`config.mk`:
```
export PLATFORM = sky130hd
export DESIGN_NAME = tlb_inval_sync_ctrl
export DESIGN_NICKNAME = d
export VERILOG_FILES = /design/src/rtl/tlb_inv_pkg.sv /design/src/rtl/tlb_valid_bank.sv /design/src/rtl/tlb_bus_master.sv /design/src/rtl/tlb_snoop_decode.sv /design/src/rtl/tlb_inval_sync_ctrl.sv
export SDC_FILE = /design/constraint.sdc
export NUM_CORES = 1
export LEC_CHECK = 0
export ABC_AREA = 1
export BUFFER_PORTS_ARGS = -buffer_cell sky130_fd_sc_hd__buf_4
export CAP_MARGIN = 10
export CORE_UTILIZATION = 45
export DETAILED_ROUTE_END_ITERATION = 10
export SKIP_LAST_GASP = 1
export SLEW_MARGIN = 10
export SYNTH_ARGS = -nofsm -noshare
export SYNTH_HDL_FRONTEND = slang
export SYNTH_HIERARCHICAL = 1
export SYNTH_SLANG_ARGS = --single-unit
```
`constraint.sdc`:
```
create_clock -name clk -period 3.94 [get_ports clk]
set_input_delay 0.394 -clock clk [delete_from_list [all_inputs] [get_ports clk]]
set_output_delay 0.394 -clock clk [all_outputs]
set_load 0.01 [all_outputs]
```
`src/rtl/tlb_inv_pkg.sv`:
```
package tlb_inv_pkg;
   localparam logic [4:0] TT_INVAL = 5'b11000;
   localparam logic [4:0] TT_SYNC  = 5'b01001;

   typedef enum logic [1:0] {
      MST_IDLE = 2'd0,
      MST_INV  = 2'd1,
      MST_SYNC = 2'd2
   } mst_state_e;
endpackage

```
`src/rtl/tlb_valid_bank.sv`:
```
module tlb_valid_bank #(
   parameter int SETS  = 64,
   parameter int WAYS  = 2,
   parameter int SET_W = $clog2(SETS),
   parameter int WAY_W = (WAYS > 1) ? $clog2(WAYS) : 1
) (
   input  logic             clk,
   input  logic             rst_n,
   input  logic             fill_en,
   input  logic [SET_W-1:0] fill_set,
   input  logic [WAY_W-1:0] fill_way,
   input  logic             clr_a_en,
   input  logic [SET_W-1:0] clr_a_set,
   input  logic             clr_b_en,
   input  logic [SET_W-1:0] clr_b_set,
   input  logic [SET_W-1:0] rd_set,
   output logic [WAYS-1:0]  rd_valid
);
   logic [WAYS-1:0] vbits [SETS];

   function automatic logic kill_of(input logic [SET_W-1:0] s,
                                    input logic ae, input logic [SET_W-1:0] as,
                                    input logic be, input logic [SET_W-1:0] bs);
      return (ae && as == s) || (be && bs == s);
   endfunction

   always_ff @(posedge clk or negedge rst_n) begin
      if (!rst_n) begin
         for (int s = 0; s < SETS; s++) vbits[s] <= '0;
      end else begin
         for (int s = 0; s < SETS; s++) begin
            if (kill_of(SET_W'(s), clr_a_en, clr_a_set, clr_b_en, clr_b_set)) begin
               vbits[s] <= '0;
            end else if (fill_en && fill_set == SET_W'(s)) begin
               vbits[s][fill_way] <= 1'b1;
            end
         end
      end
   end

   always_comb begin
      rd_valid = vbits[rd_set];
      if (kill_of(rd_set, clr_a_en, clr_a_set, clr_b_en, clr_b_set)) rd_valid = '0;
   end
endmodule

```
`src/rtl/tlb_bus_master.sv`:
```
module tlb_bus_master
   import tlb_inv_pkg::*;
#(
   parameter int EA_W  = 32,
   parameter int CNT_W = 2
) (
   input  logic            clk,
   input  logic            rst_n,
   input  logic            inv_valid,
   input  logic [EA_W-1:0] inv_ea,
   input  logic            sync_valid,
   output logic            idle,
   output logic            inv_accept,
   output logic            sync_done,
   output logic            pend_nz,
   output logic            bus_req,
   input  logic            bus_gnt,
   input  logic            bus_retry,
   output logic [4:0]      bus_tt,
   output logic            bus_m,
   output logic [EA_W-1:0] bus_addr
);
   mst_state_e      st;
   logic [EA_W-1:0] held_ea;
   logic [CNT_W-1:0] pend_cnt;
   logic            xfer_ok;

   assign idle       = (st == MST_IDLE);
   assign inv_accept = idle && inv_valid;
   assign xfer_ok    = bus_gnt && !bus_retry;

   always_ff @(posedge clk or negedge rst_n) begin
      if (!rst_n) begin
         st        <= MST_IDLE;
         held_ea   <= '0;
         sync_done <= 1'b0;
      end else begin
         sync_done <= 1'b0;
         unique case (st)
            MST_IDLE: begin
               if (inv_valid) begin
                  st      <= MST_INV;
                  held_ea <= inv_ea;
               end else if (sync_valid) begin
                  st <= MST_SYNC;
               end
            end
            MST_INV:  if (xfer_ok) st <= MST_IDLE;
            MST_SYNC: if (xfer_ok) begin
               st        <= MST_IDLE;
               sync_done <= 1'b1;
            end
            default:  st <= MST_IDLE;
         endcase
      end
   end

   always_ff @(posedge clk or negedge rst_n) begin
      if (!rst_n) begin
         pend_cnt <= '0;
      end else if (inv_accept) begin
         pend_cnt <= pend_cnt + 1'b1;
      end else if (st == MST_INV && xfer_ok) begin
         pend_cnt <= pend_cnt - 1'b1;
      end
   end

   assign pend_nz  = (pend_cnt != '0);
   assign bus_req  = !idle;
   assign bus_m    = !idle;
   assign bus_tt   = (st == MST_SYNC) ? TT_SYNC : TT_INVAL;
   assign bus_addr = (st == MST_INV) ? held_ea : '0;
endmodule

```
`src/rtl/tlb_snoop_decode.sv`:
```
module tlb_snoop_decode
   import tlb_inv_pkg::*;
#(
   parameter int EA_W    = 32,
   parameter int SET_LSB = 12,
   parameter int SET_W   = 6
) (
   input  logic             snp_valid,
   input  logic [4:0]       snp_tt,
   input  logic [EA_W-1:0]  snp_addr,
   input  logic             pend_nz,
   output logic             clr_en,
   output logic [SET_W-1:0] clr_set,
   output logic             snp_retry
);
   assign clr_en    = snp_valid && (snp_tt == TT_INVAL);
   assign clr_set   = snp_addr[SET_LSB +: SET_W];
   assign snp_retry = snp_valid && (snp_tt == TT_SYNC) && pend_nz;
endmodule

```
`src/rtl/tlb_inval_sync_ctrl.sv`:
```
module tlb_inval_sync_ctrl
   import tlb_inv_pkg::*;
#(
   parameter int EA_W    = 32,
   parameter int SETS    = 64,
   parameter int WAYS    = 2,
   parameter int SET_LSB = 12,
   parameter int CNT_W   = 2,
   localparam int SET_W  = $clog2(SETS),
   localparam int WAY_W  = (WAYS > 1) ? $clog2(WAYS) : 1
) (
   input  logic             clk,
   input  logic             rst_n,
   input  logic             inv_req_valid,
   output logic             inv_req_ready,
   input  logic [EA_W-1:0]  inv_req_ea,
   input  logic             sync_req_valid,
   output logic             sync_req_ready,
   output logic             sync_done,
   input  logic             fill_en,
   input  logic             fill_side,
   input  logic [SET_W-1:0] fill_set,
   input  logic [WAY_W-1:0] fill_way,
   input  logic [SET_W-1:0] lk_set,
   output logic [WAYS-1:0]  lk_ivalid,
   output logic [WAYS-1:0]  lk_dvalid,
   output logic             bus_req,
   input  logic             bus_gnt,
   input  logic             bus_retry,
   output logic [4:0]       bus_tt,
   output logic             bus_m,
   output logic [EA_W-1:0]  bus_addr,
   input  logic             snp_valid,
   input  logic [4:0]       snp_tt,
   input  logic [EA_W-1:0]  snp_addr,
   output logic             snp_retry
);
   if (SET_LSB + SET_W > EA_W) begin : g_bad_index
      $error("set index field exceeds the address width");
   end
   if ((1 << SET_W) != SETS) begin : g_bad_sets
      $error("SETS must be a power of two");
   end
   if (WAYS < 1) begin : g_bad_ways
      $error("WAYS must be at least one");
   end

   logic             idle, inv_accept, pend_nz;
   logic             snp_clr_en;
   logic [SET_W-1:0] snp_clr_set;
   logic [WAYS-1:0]  rd_valid [2];

   tlb_bus_master #(.EA_W(EA_W), .CNT_W(CNT_W)) u_master (
      .clk(clk), .rst_n(rst_n),
      .inv_valid(inv_req_valid), .inv_ea(inv_req_ea), .sync_valid(sync_req_valid),
      .idle(idle), .inv_accept(inv_accept), .sync_done(sync_done), .pend_nz(pend_nz),
      .bus_req(bus_req), .bus_gnt(bus_gnt), .bus_retry(bus_retry),
      .bus_tt(bus_tt), .bus_m(bus_m), .bus_addr(bus_addr)
   );

   tlb_snoop_decode #(.EA_W(EA_W), .SET_LSB(SET_LSB), .SET_W(SET_W)) u_snoop (
      .snp_valid(snp_valid), .snp_tt(snp_tt), .snp_addr(snp_addr), .pend_nz(pend_nz),
      .clr_en(snp_clr_en), .clr_set(snp_clr_set), .snp_retry(snp_retry)
   );

   for (genvar b = 0; b < 2; b++) begin : g_bank
      tlb_valid_bank #(.SETS(SETS), .WAYS(WAYS), .SET_W(SET_W), .WAY_W(WAY_W)) u_bank (
         .clk(clk), .rst_n(rst_n),
         .fill_en(fill_en && (fill_side == 1'(b))),
         .fill_set(fill_set), .fill_way(fill_way),
         .clr_a_en(inv_accept), .clr_a_set(inv_req_ea[SET_LSB +: SET_W]),
         .clr_b_en(snp_clr_en), .clr_b_set(snp_clr_set),
         .rd_set(lk_set), .rd_valid(rd_valid[b])
      );
   end

   assign lk_ivalid      = rd_valid[0];
   assign lk_dvalid      = rd_valid[1];
   assign inv_req_ready  = idle;
   assign sync_req_ready = idle;
endmodule

```
==> results summary <==
Across the run, the number of max-cap violations was 0. The total DRC errors in the routed layout is 0. The combinational share of power is between 20% and 30%. After synthesis, the netlist uses 32 different library cells.

The most common cell in the synthesized netlist is nand2_1. The overall track demand over capacity in global routing is 29.93%. Across all hold checks on the routed design, the worst slack comes to between 0.06 and 0.07 ns.

The wire length of the first global-routing pass is 89.56 mm. Setup violations remaining at the end of the flow were counted as 0. Of the total power, the share spent switching nets is about a third.

The initial detailed-routing violation count came out at roughly 1600. For the worst setup path, the data required time is between 3 and 4 ns. Setup repair after global routing left no endpoint under its margin. The smallest setup slack after layout is 1.003 ns. Among all flip-flop cells after synthesis, the most frequent one is dfrtp_1.

The number of I/O port buffers is about 110. The register clock-pin slew on the reported worst setup and hold paths is about 0.060 ns. The layout-stage area growth over the synthesis result came out at 12.53%. The via count of the first global-routing pass is about 16000. The die covers between 30000 and 40000 sq um. By count the netlist is led by nand2_1, inv_1, dfrtp_1, a21oi_1, nand3_1. The length of the first detailed-routing pass in iterations is 6. The die is 196.4 um wide. The power share of the sequential group is around 44%. The period utilization came out at approximately three quarters. The number of endpoints with negative hold slack in the final report is 0. The post-synthesis instance area is approximately 17000 sq um. The number of enable-type register cells in the synthesized netlist came out at 0. The power density of the placed cells is 524.6 nW/um^2. The total overflow left after global routing is 0. The longest clock path from root to sink contains 3 buffers. The leakage power summed over all cells came out at a little under 10 nW. The core area came out at between 30000 and 40000 sq um. The count of state elements after synthesis is ~290.

The type of the tightest min-delay check is input pin to flop. By startpoint and endpoint, the worst setup path is classified as flop to output pin. For this design the top-level I/O count stands at approximately 140. The utilization after layout came out at between 50% and 60%. The maximum number of pins on one net before global-route repair is 93. The cell accounting for the most synthesized area is dfrtp_1. The total routed wirelength is about 57 mm.

Total power for the finished layout comes to around 10 mW. Derived from the worst setup path, the maximum achievable clock frequency is around 0.34 GHz. For the final routed database, the setup TNS stands at 0 ns.

The number of antenna violations at the first check in global routing is 0. The part of the Yosys area used for sequential elements came out at between 40% and 50%. STA classifies the critical path startpoint as a flop.

The element type at the critical path end is an output pin. The number of core rows came out at 70. Clock skew on the completed layout was measured at 0.01762 ns. The number of levels in the clock H-tree came out at 2. The minimum setup slack after placement came out at between 1 and 1.5 ns. During synthesis, Yosys emitted a total of 6 warnings. The filler cell count is 3782. The fraction of final layout cells sized beyond drive strength 1 is 9.862%. The area share of the largest cell type after synthesis came out at 43.09%. The internal power contribution came out at 6.763 mW. The number of diodes is 0.

Averaged over all synthesized cells, the footprint is 6.891 sq um. The die height is between 150 and 200 um. The clock reaches the later pin of the worst-skew pair after roughly 0.54 ns. The final max-slew violation count came out at 0. After technology mapping, the gate count stands at roughly 2500. The net switching power came out at roughly 3.3 mW.

The actual slew at the worst max-slew pin came out at between 1 and 1.5 ns. The post-cts gate resize count came out at 0. CTS placed an instance of clkbuf_16 at the clock tree root. Clock tree synthesis inserted a total of 36 buffers. After synthesis, the cell types taking the most area are dfrtp_1, nand2_1, inv_1, a21oi_1, nand3_1. The residual antenna-violating net count after detailed routing is 0. TritonCTS built the clock tree.

The wire length per cell after detailed routing came out at around 19 um. The tree built by TritonCTS fans out to 293 sinks. The via total after detailed routing came out at approximately 17000. The final estimated routing congestion in global placement is between 0.9 and 1. Detailed placement finished with a half-perimeter wire length of 37.97 mm. The maximum ir drop on the vdd rail is about 0.00035 V.

The arrival time reported for the critical path endpoint is around 2.5 ns. The detail-routed via count per cell came out at between 5 and 6. The relative contribution of the clock network to total power is between 30% and 40%. Along the worst path, the maximum fanout reaches 43. The share of synthesized flip-flops with an asynchronous set or reset came out at 100.0%.

Once the floorplan was initialized, standard cells occupied 46.14% of the core. The flow ran to the end, and the final reports show no timing, DRC or antenna violations. After layout, the minimum clock period comes to between 2 and 3 ns.

The remaining max-slew budget at the tightest pin came out at about 27%. The final layout contains 2616 nets.
area by class of cell:
type                    count  area [sq um]  area share [%]
clock buffers              51          1028           5.372
flip-flops and latches    293          7332           38.30
repair buffers            136          1081           5.646
clock inverters            10         82.58          0.4313
well taps                 504         630.6           3.294
multi-input cells        1673          7552           39.45
inverters                 382          1439           7.515
state kept, by name, summed over array words and instances, names as in the netlist:
name                 cells
u_master/held_ea        32
u_master/st              2
u_master/pend_cnt        2
u_master/sync_done       1
g_bank.u_bank/vbits    256
worst paths after layout:
| path | endpoint | from | slack [ns] | cells past startpoint |
|---|---|---|---|---|
| min | u_master/held_ea[2] | inv_req_ea[2] | 0.06 | 3 |
| min in group asynchronous | g_bank[1].u_bank/vbits[115] | rst_n | 0.44 | 2 |
| min reg2reg | u_master/held_ea[27] | u_master/held_ea[27] | 0.48 | 2 |
| max reg2reg | g_bank[1].u_bank/vbits[57] | u_master/st[0] | 1.17 | 7 |
| max | lk_ivalid[1] | u_master/st[0] | 1.00 | 10 |
| max in group asynchronous | u_master/held_ea[23] | rst_n | 2.48 | 3 |
cell usage in the layout (no fill, tap or decap), types with 4 or more instances in the layout:
master	Yosys	routed
a21oi_1	267	267
buf_12	0	4
buf_4	17	130
clkbuf_1	24	9
clkbuf_16	0	37
clkbuf_8	0	5
clkinv_2	0	6
dfrtp_1	293	293
inv_1	365	365
inv_2	13	13
nand2_1	782	782
nand3_1	257	257
nor2_1	146	146
nor2_2	39	39
o21ai_0	9	9
o21ai_1	4	4
o22ai_1	136	136
xnor2_1	4	4
critical path, stage by stage, from the launching register on:
cell     delay [ns]
dfrtp_1        0.39
inv_1          0.09
ha_1           0.25
nand2_2        0.10
inv_4          0.35
o21ai_0        0.16
nor3_1         0.20
nand2_1        0.07
nand2_1        0.12
a21oi_1        0.09
buf_4          0.16
repair_timing:
action / 4_1_cts / 5_1_grt
hold buffers: 1 / 0
endpoints found under the hold margin: 74 / 0
endpoints found under the setup margin: 0 / 0
buffers inserted: 0 / 0
routing by layer:
layer,up-vias,routed length [um],GRT usage (%)
li1,7932,-,-
met1,7879,23470,39.14
met2,666,27060,50.17
met3,130,4209,4.312
met4,0,2104,11.37
met5,-,0,0
power groups by stage:
stage | Combinational (mW) | Clock, mW | Sequential [mW]
after global routing | 2.82 | 3.36 | 4.53
after floorplan | 1.75 | 0 | 4.34
after global placement | 2.41 | 0 | 4.42
after detailed placement | 2.46 | 0 | 4.45
after CTS | 2.47 | 3.25 | 4.41
final | 2.46 | 3.17 | 4.41
through the flow:
| stage | instances | instance area [sq um] |
|---|---|---|
| 6_report | 3049 | 19150 |
| 3_3_place_gp | 2987 | 18020 |
| 4_1_cts | 3049 | 19150 |
| 2_1_floorplan | 2470 | 17020 |
| 5_1_grt | 3049 | 19150 |
| 3_5_place_dp | 2987 | 18020 |
cell families after synthesis:
family                   after synthesis  share of synthesized area, %
AO/OA/AOI/OAI                        420                         13.44
XOR/XNOR                               7                        0.3604
adder cells (fa/ha/maj)                3                        0.2206
buffers and inverters                504                         12.54
flip-flops                           293                         43.09
other                                  2                       0.04414
AND/OR/NAND/NOR                     1240                         30.31
No activity file was read; power rests on OpenSTA's default activity.
